File: config.mk
export PLATFORM = sky130hd
export DESIGN_NAME = xfer2d_seq
export DESIGN_NICKNAME = d
export VERILOG_FILES = /design/src/rtl/xfer2d_pkg.sv /design/src/rtl/xfer2d_side.sv /design/src/rtl/xfer2d_ctrl.sv /design/src/rtl/xfer2d_seq.sv
export SDC_FILE = /design/constraint.sdc
export NUM_CORES = 1
export LEC_CHECK = 0
export ABC_AREA = 1
export CAP_MARGIN = 20
export CORE_MARGIN = 10
export CORE_UTILIZATION = 40
export DETAILED_ROUTE_END_ITERATION = 10
export GPL_TIMING_DRIVEN = 0
export PLACE_DENSITY = 0.67
export SLEW_MARGIN = 20
export SYNTH_ARGS = -nofsm -noshare
export SYNTH_HDL_FRONTEND = slang
export SYNTH_HIERARCHICAL = 1
export SYNTH_SLANG_ARGS = --single-unit
File: constraint.sdc
create_clock -name clk -period 8.8 [get_ports clk]
set_clock_uncertainty 0.2 [all_clocks]
set_input_delay 2.2 -clock clk [delete_from_list [all_inputs] [get_ports clk]]
set_output_delay 2.2 -clock clk [all_outputs]
set_load 0.02 [all_outputs]
File: src/rtl/xfer2d_pkg.sv
package xfer2d_pkg;
  localparam int ADDR_W = 32;
  localparam int IDX_W  = 16;
  localparam int CNT_W  = 16;

  typedef logic [ADDR_W-1:0] addr_t;
  typedef logic [CNT_W-1:0]  cnt_t;
  typedef logic [IDX_W-1:0]  idx_t;

  typedef enum logic [0:0] {ST_IDLE, ST_RUN} seq_state_e;

  // Bytes moved by one command: the burst cap, or less at the end of an array.
  function automatic cnt_t step_len(cnt_t remaining, cnt_t burst);
    return (remaining < burst) ? remaining : burst;
  endfunction

  // Start of the next array: saved start plus sign-extended stride.
  function automatic addr_t array_next(addr_t start, idx_t stride);
    return start + {{(ADDR_W-IDX_W){stride[IDX_W-1]}}, stride};
  endfunction

  function automatic logic req_is_empty(cnt_t acnt, cnt_t bcnt);
    return (acnt == '0) || (bcnt == '0);
  endfunction
endpackage

File: src/rtl/xfer2d_side.sv
module xfer2d_side
  import xfer2d_pkg::*;
#(
  parameter int BURST = 64,
  parameter int LEN_W = 7
) (
  input  logic             clk,
  input  logic             rst_n,
  input  logic             load,
  input  addr_t            ld_addr,
  input  cnt_t             ld_acnt,
  input  cnt_t             ld_bcnt,
  input  idx_t             ld_idx,
  output logic             cmd_valid,
  input  logic             cmd_ready,
  output addr_t            cmd_addr,
  output logic [LEN_W-1:0] cmd_len,
  output logic             empty,
  output logic             last_fire
);
  localparam cnt_t BURST_C = cnt_t'(BURST);

  addr_t addr_q, bref_q;
  cnt_t  acnt_q, rld_q, bcnt_q;
  idx_t  idx_q;

  cnt_t  len_full;
  addr_t next_start;
  logic  ev_fire, ev_array_end;

  assign len_full     = step_len(acnt_q, BURST_C);
  assign next_start   = array_next(bref_q, idx_q);
  assign cmd_valid    = (bcnt_q != '0);
  assign cmd_addr     = addr_q;
  assign cmd_len      = LEN_W'(len_full);
  assign empty        = (bcnt_q == '0);
  assign ev_fire      = cmd_valid && cmd_ready;
  assign ev_array_end = ev_fire && (len_full == acnt_q);
  assign last_fire    = ev_array_end && (bcnt_q == cnt_t'(1));

  always_ff @(posedge clk or negedge rst_n) begin
    if (!rst_n) begin
      addr_q <= '0;
      bref_q <= '0;
      acnt_q <= '0;
      rld_q  <= '0;
      bcnt_q <= '0;
      idx_q  <= '0;
    end else if (load) begin
      addr_q <= ld_addr;
      bref_q <= ld_addr;
      acnt_q <= ld_acnt;
      rld_q  <= ld_acnt;
      bcnt_q <= ld_bcnt;
      idx_q  <= ld_idx;
    end else if (ev_fire) begin
      if (ev_array_end) begin
        acnt_q <= rld_q;
        bcnt_q <= bcnt_q - cnt_t'(1);
        bref_q <= next_start;
        addr_q <= next_start;
      end else begin
        acnt_q <= acnt_q - len_full;
        addr_q <= addr_q + addr_t'(len_full);
      end
    end
  end

  AST_LEN_LIMIT: assert property (@(posedge clk) disable iff (!rst_n)
    cmd_valid |-> (cmd_len != '0) && (cmd_len <= LEN_W'(BURST)) && (cnt_t'(cmd_len) <= acnt_q));

  AST_ADDR_STEP: assert property (@(posedge clk) disable iff (!rst_n)
    (ev_fire && !ev_array_end && !load) |=> (cmd_addr == $past(cmd_addr) + addr_t'($past(cmd_len))));

  AST_RELOAD: assert property (@(posedge clk) disable iff (!rst_n)
    (ev_array_end && !last_fire && !load) |=> (acnt_q == rld_q) && cmd_valid && (cmd_addr == bref_q));

  AST_ARRAY_DEC: assert property (@(posedge clk) disable iff (!rst_n)
    (ev_array_end && !load) |=> (bcnt_q == $past(bcnt_q) - cnt_t'(1)));

  AST_COUNT_HOLD: assert property (@(posedge clk) disable iff (!rst_n)
    (!ev_array_end && !load) |=> $stable(bcnt_q));

  AST_STALL_HOLD: assert property (@(posedge clk) disable iff (!rst_n)
    (cmd_valid && !cmd_ready && !load) |=> cmd_valid && $stable(cmd_addr) && $stable(cmd_len));

  AST_LOAD_EMPTY: assert property (@(posedge clk) disable iff (!rst_n)
    load |-> empty);
endmodule

File: src/rtl/xfer2d_ctrl.sv
module xfer2d_ctrl
  import xfer2d_pkg::*;
(
  input  logic clk,
  input  logic rst_n,
  input  logic req_valid,
  input  cnt_t req_acnt,
  input  cnt_t req_bcnt,
  input  logic src_last,
  input  logic src_empty,
  input  logic dst_last,
  input  logic dst_empty,
  output logic req_ready,
  output logic load,
  output logic done
);
  seq_state_e state_q;
  logic ev_req_fire, ev_zero_req, ev_finish;

  assign req_ready   = (state_q == ST_IDLE);
  assign ev_req_fire = req_valid && req_ready;
  assign ev_zero_req = ev_req_fire && req_is_empty(req_acnt, req_bcnt);
  assign load        = ev_req_fire && !req_is_empty(req_acnt, req_bcnt);
  assign ev_finish   = (state_q == ST_RUN) &&
                       (src_last || src_empty) && (dst_last || dst_empty);

  always_ff @(posedge clk or negedge rst_n) begin
    if (!rst_n) begin
      state_q <= ST_IDLE;
      done    <= 1'b0;
    end else begin
      done <= ev_zero_req || ev_finish;
      case (state_q)
        ST_IDLE: if (load) state_q <= ST_RUN;
        ST_RUN:  if (ev_finish) state_q <= ST_IDLE;
        default: state_q <= ST_IDLE;
      endcase
    end
  end

  AST_DONE_IDLE: assert property (@(posedge clk) disable iff (!rst_n)
    done |-> req_ready);

  AST_FINISH_DONE: assert property (@(posedge clk) disable iff (!rst_n)
    ev_finish |=> done && req_ready);

  AST_ZERO_DONE: assert property (@(posedge clk) disable iff (!rst_n)
    ev_zero_req |=> done && req_ready && src_empty && dst_empty);

  AST_RUN_WORK: assert property (@(posedge clk) disable iff (!rst_n)
    (state_q == ST_RUN) |-> !(src_empty && dst_empty));
endmodule

File: src/rtl/xfer2d_seq.sv
module xfer2d_seq
  import xfer2d_pkg::*;
#(
  parameter int BURST = 64,
  localparam int LEN_W = $clog2(BURST + 1)
) (
  input  logic             clk,
  input  logic             rst_n,
  input  logic             req_valid,
  output logic             req_ready,
  input  logic [31:0]      req_src,
  input  logic [31:0]      req_dst,
  input  logic [15:0]      req_acnt,
  input  logic [15:0]      req_bcnt,
  input  logic [15:0]      req_sidx,
  input  logic [15:0]      req_didx,
  output logic             rd_valid,
  input  logic             rd_ready,
  output logic [31:0]      rd_addr,
  output logic [LEN_W-1:0] rd_len,
  output logic             wr_valid,
  input  logic             wr_ready,
  output logic [31:0]      wr_addr,
  output logic [LEN_W-1:0] wr_len,
  output logic             done
);
  logic load;
  logic src_last, src_empty, dst_last, dst_empty;

  xfer2d_ctrl u_ctrl (
    .clk       (clk),
    .rst_n     (rst_n),
    .req_valid (req_valid),
    .req_acnt  (req_acnt),
    .req_bcnt  (req_bcnt),
    .src_last  (src_last),
    .src_empty (src_empty),
    .dst_last  (dst_last),
    .dst_empty (dst_empty),
    .req_ready (req_ready),
    .load      (load),
    .done      (done)
  );

  xfer2d_side #(.BURST(BURST), .LEN_W(LEN_W)) u_src (
    .clk       (clk),
    .rst_n     (rst_n),
    .load      (load),
    .ld_addr   (req_src),
    .ld_acnt   (req_acnt),
    .ld_bcnt   (req_bcnt),
    .ld_idx    (req_sidx),
    .cmd_valid (rd_valid),
    .cmd_ready (rd_ready),
    .cmd_addr  (rd_addr),
    .cmd_len   (rd_len),
    .empty     (src_empty),
    .last_fire (src_last)
  );

  xfer2d_side #(.BURST(BURST), .LEN_W(LEN_W)) u_dst (
    .clk       (clk),
    .rst_n     (rst_n),
    .load      (load),
    .ld_addr   (req_dst),
    .ld_acnt   (req_acnt),
    .ld_bcnt   (req_bcnt),
    .ld_idx    (req_didx),
    .cmd_valid (wr_valid),
    .cmd_ready (wr_ready),
    .cmd_addr  (wr_addr),
    .cmd_len   (wr_len),
    .empty     (dst_empty),
    .last_fire (dst_last)
  );

  AST_REQ_GATED: assert property (@(posedge clk) disable iff (!rst_n)
    (!req_ready && (rd_valid || wr_valid)) |=> !done || (rd_valid == 1'b0 && wr_valid == 1'b0));
endmodule

=== Yosys cells after proc, flatten, opt, wreduce, memory -nomap -nowiden ===
Cells that the tools add are included.

* Bits in latches: 0
* Flip-flop bits (word level): 242
* Output and inout bits: 82
* Logic and storage cells: 85
* Memories: 0
* RAM bits: 0
* ROM bits: 0

* Multiply operators: 0
* Reduce and logical (&&, ||, !) cells: 28
* Div/mod/pow operators: 0
* Order comparisons: 2
* Multiplexer cells: 29
* Eq/ne operators: 4
* Shifts and indexed selects: 0
* Bitwise operators: 1
* $add $sub $neg: 8

{| class="wikitable"
|+ Operators with widths
! operator !! count
|-
| $mux 32 || 12
|-
| $mux 16 || 14
|-
| $add 32x16->32 || 2
|-
| $add 32x32->32 || 2
|-
| $logic_not 16->1 || 4
|-
| $eq 16x1->1 const B || 2
|-
| $eq 16x16->1 || 2
|-
| $lt 16x7->1 const B || 2
|-
| $reduce_bool 16->1 || 2
|-
| $sub 16x1->16 const B || 2
|-
| $sub 16x16->16 || 2
|-
| $logic_and 1x1->1 || 11
|-
| $reduce_bool 2->1 || 4
|-
| $logic_or 1x1->1 || 4
|-
| $reduce_and 2->1 || 2
|-
| $mux 1 || 2
|-
| $pmux 1 s2 || 1
|-
| $logic_not 1->1 || 1
|-
| $not 1->1 || 1
|}

=== Logic depth before layout (Yosys ltp) ===
Gate-level depths: netlist (run 1).

* Word-level depth: 10
* Gate-level depth with buffers: 23

=== Cells and area by module ===
The synthesis (run 1) kept the hierarchy.

{| class="wikitable"
|+ By module, submodules not included
! module !! sequential area each (um^2) !! cells an instance !! times used !! area an instance (um^2)
|-
| xfer2d_side (u_dst) || 3203.1 || 1729 || 1 || 10686.5
|-
| xfer2d_side (u_src) || 3203.1 || 1698 || 1 || 10535.1
|-
| xfer2d_ctrl || 50.0 || 43 || 1 || 210.2
|}

=== Least setup slack after synthesis (run 1) ===
Ideal clock, no wire load.

* Path kind: flip-flop to output port
* Start: reg u_dst.acnt_q[11]
* End: out wr_len[1]
* Setup slack: 4800 ps
* Arrival time: 1600 ps
* Data required time: 6400 ps
* Cell stages (with the launch flop): 7
* Cells stage by stage: dfrtp_1 > nor2_4 > nand2_4 > nor2_8 > nand2_2 > clkbuf_1 > nor2_1

* Longest elaborated chain between the ends: 2

{| class="wikitable"
|+ RTL lines
! what !! line !! RTL
|-
| from (decl) || xfer2d_side.sv:24 || <nowiki>cnt_t acnt_q, rld_q, bcnt_q;</nowiki>
|-
| from (signal assigned) || xfer2d_side.sv:52 || <nowiki>acnt_q <= ld_acnt;</nowiki>
|-
| from (signal assigned) || xfer2d_side.sv:58 || <nowiki>acnt_q <= rld_q;</nowiki>
|-
| from (signal assigned) || xfer2d_side.sv:63 || <nowiki>acnt_q <= acnt_q - len_full;</nowiki>
|-
| $lt 16x7->1 || xfer2d_pkg.sv:14 || <nowiki>return (remaining < burst) ? remaining : burst;</nowiki>
|-
| $mux 16 || xfer2d_pkg.sv:14 ||
|-
| to (decl) || xfer2d_seq.sv:24 || <nowiki>output logic [LEN_W-1:0] wr_len,</nowiki>
|}

No other way between the ends.

=== Final worst setup path (run 1) ===
* Start: reg u_dst.acnt_q[15]
* End: out wr_len[1]

Same word-level chain as after synthesis.

==> metrics.md, run 1 <==
| Metric | Value |
|---|---|
| Num CTS Buffers | `34` |
| Hold Buf Count CTS | `0` |
| FF-to-FF setup slack | `about 4.8 ns` |
| Critical path, cell by cell | `nor2_4 -> nand2_2 -> nor2_8 -> nand2_2 -> clkbuf_1 -> nor2_1 -> clkdlybuf4s50_1` |
| Antenna violations before repair | `3` |
| Post-synthesis sequential area ratio | `30.12%` |
| Core footprint | `52760 um^2` |
| DRC | `0` |
| Largest net degree at the start of global routing | `just under 90` |
| MaxCap Viol Count | `0` |
| CTS Sinks | `between 200 and 300` |
| Startpoint type of the worst setup path | `flop` |
| Highest metal used | `met5` |
| Met2 WL | `38.77 mm` |
| Seq cells post-synth | `approximately 260` |
| Initial Utilization | `between 40% and 50%` |
| Clk buf depth | `3` |
| Nets | `3976` |
| Layout cells sized above 1 | `4.252%` |
| Via density | `5.149` |
| Dominant cells by area after synthesis | `dfrtp_1 (30%), nand2_1 (24%), inv_1 (8.7%), nand3_1 (6.5%), nor2_1 (6.0%)` |
| Slew Viols, Final | `0` |
| Buffers on Ports | `about 210` |
| DRT iter0 DRCs | `between 1500 and 2000` |
| CTS Root Cell | `clkbuf_16` |
| Hold endpoint | `u_src/rld_q[13]` |
| Worst Reg-to-Reg Cells | `19` |
| Drt pass-1 iters | `6` |
| Register Area | `about 6500 um^2` |
| Syn. warnings | `6` |
| Slowest cell on crit path | `clkdlybuf4s50_1` |
| Final hold vios | `0` |
| Crit path arrival time | `3.22 ns` |
| Met3 wire len | `5.465 mm` |
| H-tree lvl count | `2` |
| Setup-failing EPs final | `0` |
| Overflow after GRT | `0` |
| Worst-margin pin slew | `0.9209 ns` |
| Synthesized instance count | `3470` |
| Setup crit end kind | `output port` |
| VDD IR max | `between 150 and 200 uV` |
| Outcome | `finished clean` |
| Design Area, Final | `between 20000 and 30000 um^2` |
| Worst-Skew Late Latency | `about 0.57 ns` |
| CP peak stage delay | `between 0.7 and 0.8 ns` |
| Period minus WS final | `5.619 ns` |
| Reg2reg start | `u_dst/acnt_q[15]` |
| RSZ-0062 raised after global routing | `no` |
| Placed cells | `between 4000 and 5000` |
| M1 WL | `around 34 mm` |
| Reg2reg end | `u_dst/cmd_addr[20]` |
| Chip Width | `251.5 um` |
| Placed inst area | `approximately 25000 um^2` |
| Worst hold path startpoint | `u_src/rld_q[13]` |
| DIE HEIGHT | `approximately 250 um` |
| Hold WC Path Type | `reg2reg` |
| Synth area leader | `dfrtp_1` |
| Vias | `22923` |
| Post-Syn Area | `around 21000 um^2` |
| Die area | `63240 um^2` |
| Total wire length | `82.62 mm` |
| Period utilisation layout | `a little under two thirds` |
| I/O Pins | `215` |
| Max Fclk | `around 180 MHz` |
| Final GP Congestion | `0.9949` |
| Hold Crit Depth | `2` |
| CTS tree | `yes` |
| First-pass GRT wire length | `126.2 mm` |
| Library cells used by synthesis | `50` |
| Leakage | `13.87 nW` |
| Worst endpoint required time | `6.40 ns` |
| Crit Path Max Fanout | `11` |
| Routed Antenna Nets | `0` |
| Fin cells | `4452` |
| PwrDens | `303.8 nW/um^2` |
| Number of global-route vias before repair | `21892` |
| Post-CTS setup buffer count | `0` |
| Max-slew headroom | `38.61%` |
| Critical path class | `reg2out` |
| Wirelength per Cell | `18.56 um` |
| Average size of a mapped cell | `6.176 um^2` |
| Synth top area share | `30.12%` |
| Std cell rows | `84` |
| All-Layer GR Usage | `25.59%` |
| P&R area growth vs syn | `20.19%` |
| Post-cts sizing count | `0` |
| Crit-path most repeated cell | `nand2_2` |
| Reg clk slew, reported paths | `roughly 0.070 ns` |
| Area of the multi-input gates | `12730 um^2` |
| HPWL after DPL | `approximately 66 mm` |
| Filler cell count | `5561` |
[worst max path at each step]
stage	slack, ns	depth (start not counted)	endpoint	from
global route	3.13	7	wr_len[1]	u_dst/acnt_q[13]
detailed placement	2.97	13	u_src/idx_q[10]	req_acnt[6]
global placement	-6.55	1	u_dst/cmd_addr[27]	rst_n
floorplan	4.80	6	wr_len[1]	u_dst/acnt_q[11]
finish	3.18	7	wr_len[1]	u_dst/acnt_q[15]
CTS	3.24	7	wr_len[1]	u_dst/acnt_q[13]
[logic make-up (layout without fill, tap and decap cells)]
group	after synthesis	count (layout)	synth area share (%)
xor+xnor	62	62	2.534
other cells	4	21	0.07004
fa+ha+maj	104	104	6.212
compound gates	309	309	8.384
flops	258	258	30.12
simple gates	2146	2146	41.93
buf+inv	587	864	10.75
[where the power goes]
| part | switching (W) | internal [W] | total, W |
|---|---|---|---|
| combinational | 0.00267 | 0.00156 | 0.00423 |
| clock | 0.000608 | 0.000881 | 0.00149 |
| sequential | 0.000479 | 0.00163 | 0.00211 |
[per-stage QoR]
step	utilization, %	hold WS [ns]	total power (W)	setup WS (ns)	TNS, ns
finish	48.82	0.2714	0.007826	3.181	0
global route	48.82	0.2918	0.008516	3.128	0
CTS	48.82	0.2722	0.007783	3.239	0
detailed placement	46.59	0.2550	0.006256	2.973	0
global placement	46.43	0.2437	0.006221	-6.554	-1681.59
floorplan	-	0.2320	0.004977	4.800	0
[worst max-delay path: cells and delay by family, from the launching register on]
kind                   cells  cell delay [ns]
DFF                        1             0.44
and+or+nand+nor            5             1.14
buffers and inverters      2             1.06
[flip-flops by register name, summed over array words and instances, names as in the netlist, 32 cells and up]
register        count
u_dst/cmd_addr     32
u_dst/bref_q       32
u_src/bref_q       32
u_src/cmd_addr     32
[metal layers]
metal	GRT usage (%)	vias to the layer above
met3	3.752	160
met5	0	-
met2	43.77	787
met1	30.81	10552
met4	13.28	6
li1	-	11418
[cell type report]
type,count,share of cell area (%)
tap,688,3.342
clock inverter,18,0.9375
inverter,504,7.344
buffer,83,1.598
antenna,1,0.009715
multi-input combinational,2641,49.43
clock buffer,42,3.619
timing repair buffer,217,8.656
sequential,258,25.06
[placed cells by master (no fill, tap or decap), types with 5 or more instances in the layout]
cell,instances
o221ai_1,7
nand3_1,279
clkbuf_1,45
nor3_1,39
o21ai_1,6
nor4_1,6
o211ai_1,19
o21bai_1,20
inv_1,496
ha_1,100
or2_0,9
clkdlybuf4s50_1,213
nand3_2,8
nor2_2,7
a31oi_1,10
clkbuf_16,35
nor2_4,12
nand2_4,5
xnor2_1,21
nand2_2,11
o22ai_1,5
nand4_1,45
conb_1,20
o21ai_0,102
xor2_1,41
a21oi_1,111
nand2_1,1345
buf_1,6
dfrtp_1,258
inv_2,6
nor2_1,344
or2_2,6
a21boi_1,14
buf_2,26
buf_6,8
nand3b_1,21
[cells in the mapped netlist (all sizes together)]
cell and count:
o211ai 19, nand3 287, nand4 45, clkbuf 41, dfrtp 258, nor4 6
and2 4, nand3b 21, conb 4, nand2 1361, ha 100, xnor2 21
o21bai 20, a21o 1, nor3 39, xor2 41, inv 502, a22oi 1
clkinv 2, fa 4, o221ai 7, buf 42, a21oi 112, o21ai 111
a2bb2oi 2, o311ai 2, a21boi 14, or2 15, a31oi 10, o21a 2
o22ai 7, o31ai 1, nor2 366, nor3b 2
Power figures use the tool's default switching activity.
==> run 2, diff against run 1 <==
==> constraint.sdc (replaced) <==
create_clock -name clk -period 5.6 [get_ports clk]
set_clock_uncertainty 0.2 [all_clocks]
set_input_delay 1.4 -clock clk [delete_from_list [all_inputs] [get_ports clk]]
set_output_delay 1.4 -clock clk [all_outputs]
set_load 0.02 [all_outputs]
==> results of run 2 <==
The final DEF is identical to that of run 1. Status: finished clean.
Main changes from that run: setup slack after placement 2.973 ns -> 0.5731 ns; setup slack after layout 3.181 ns -> 0.7807 ns; register-to-register setup slack 4.79 ns -> 1.59 ns; total power 0.007826 W -> 0.01230 W; worst IR drop on VDD 197.0 uV -> 309.5 uV
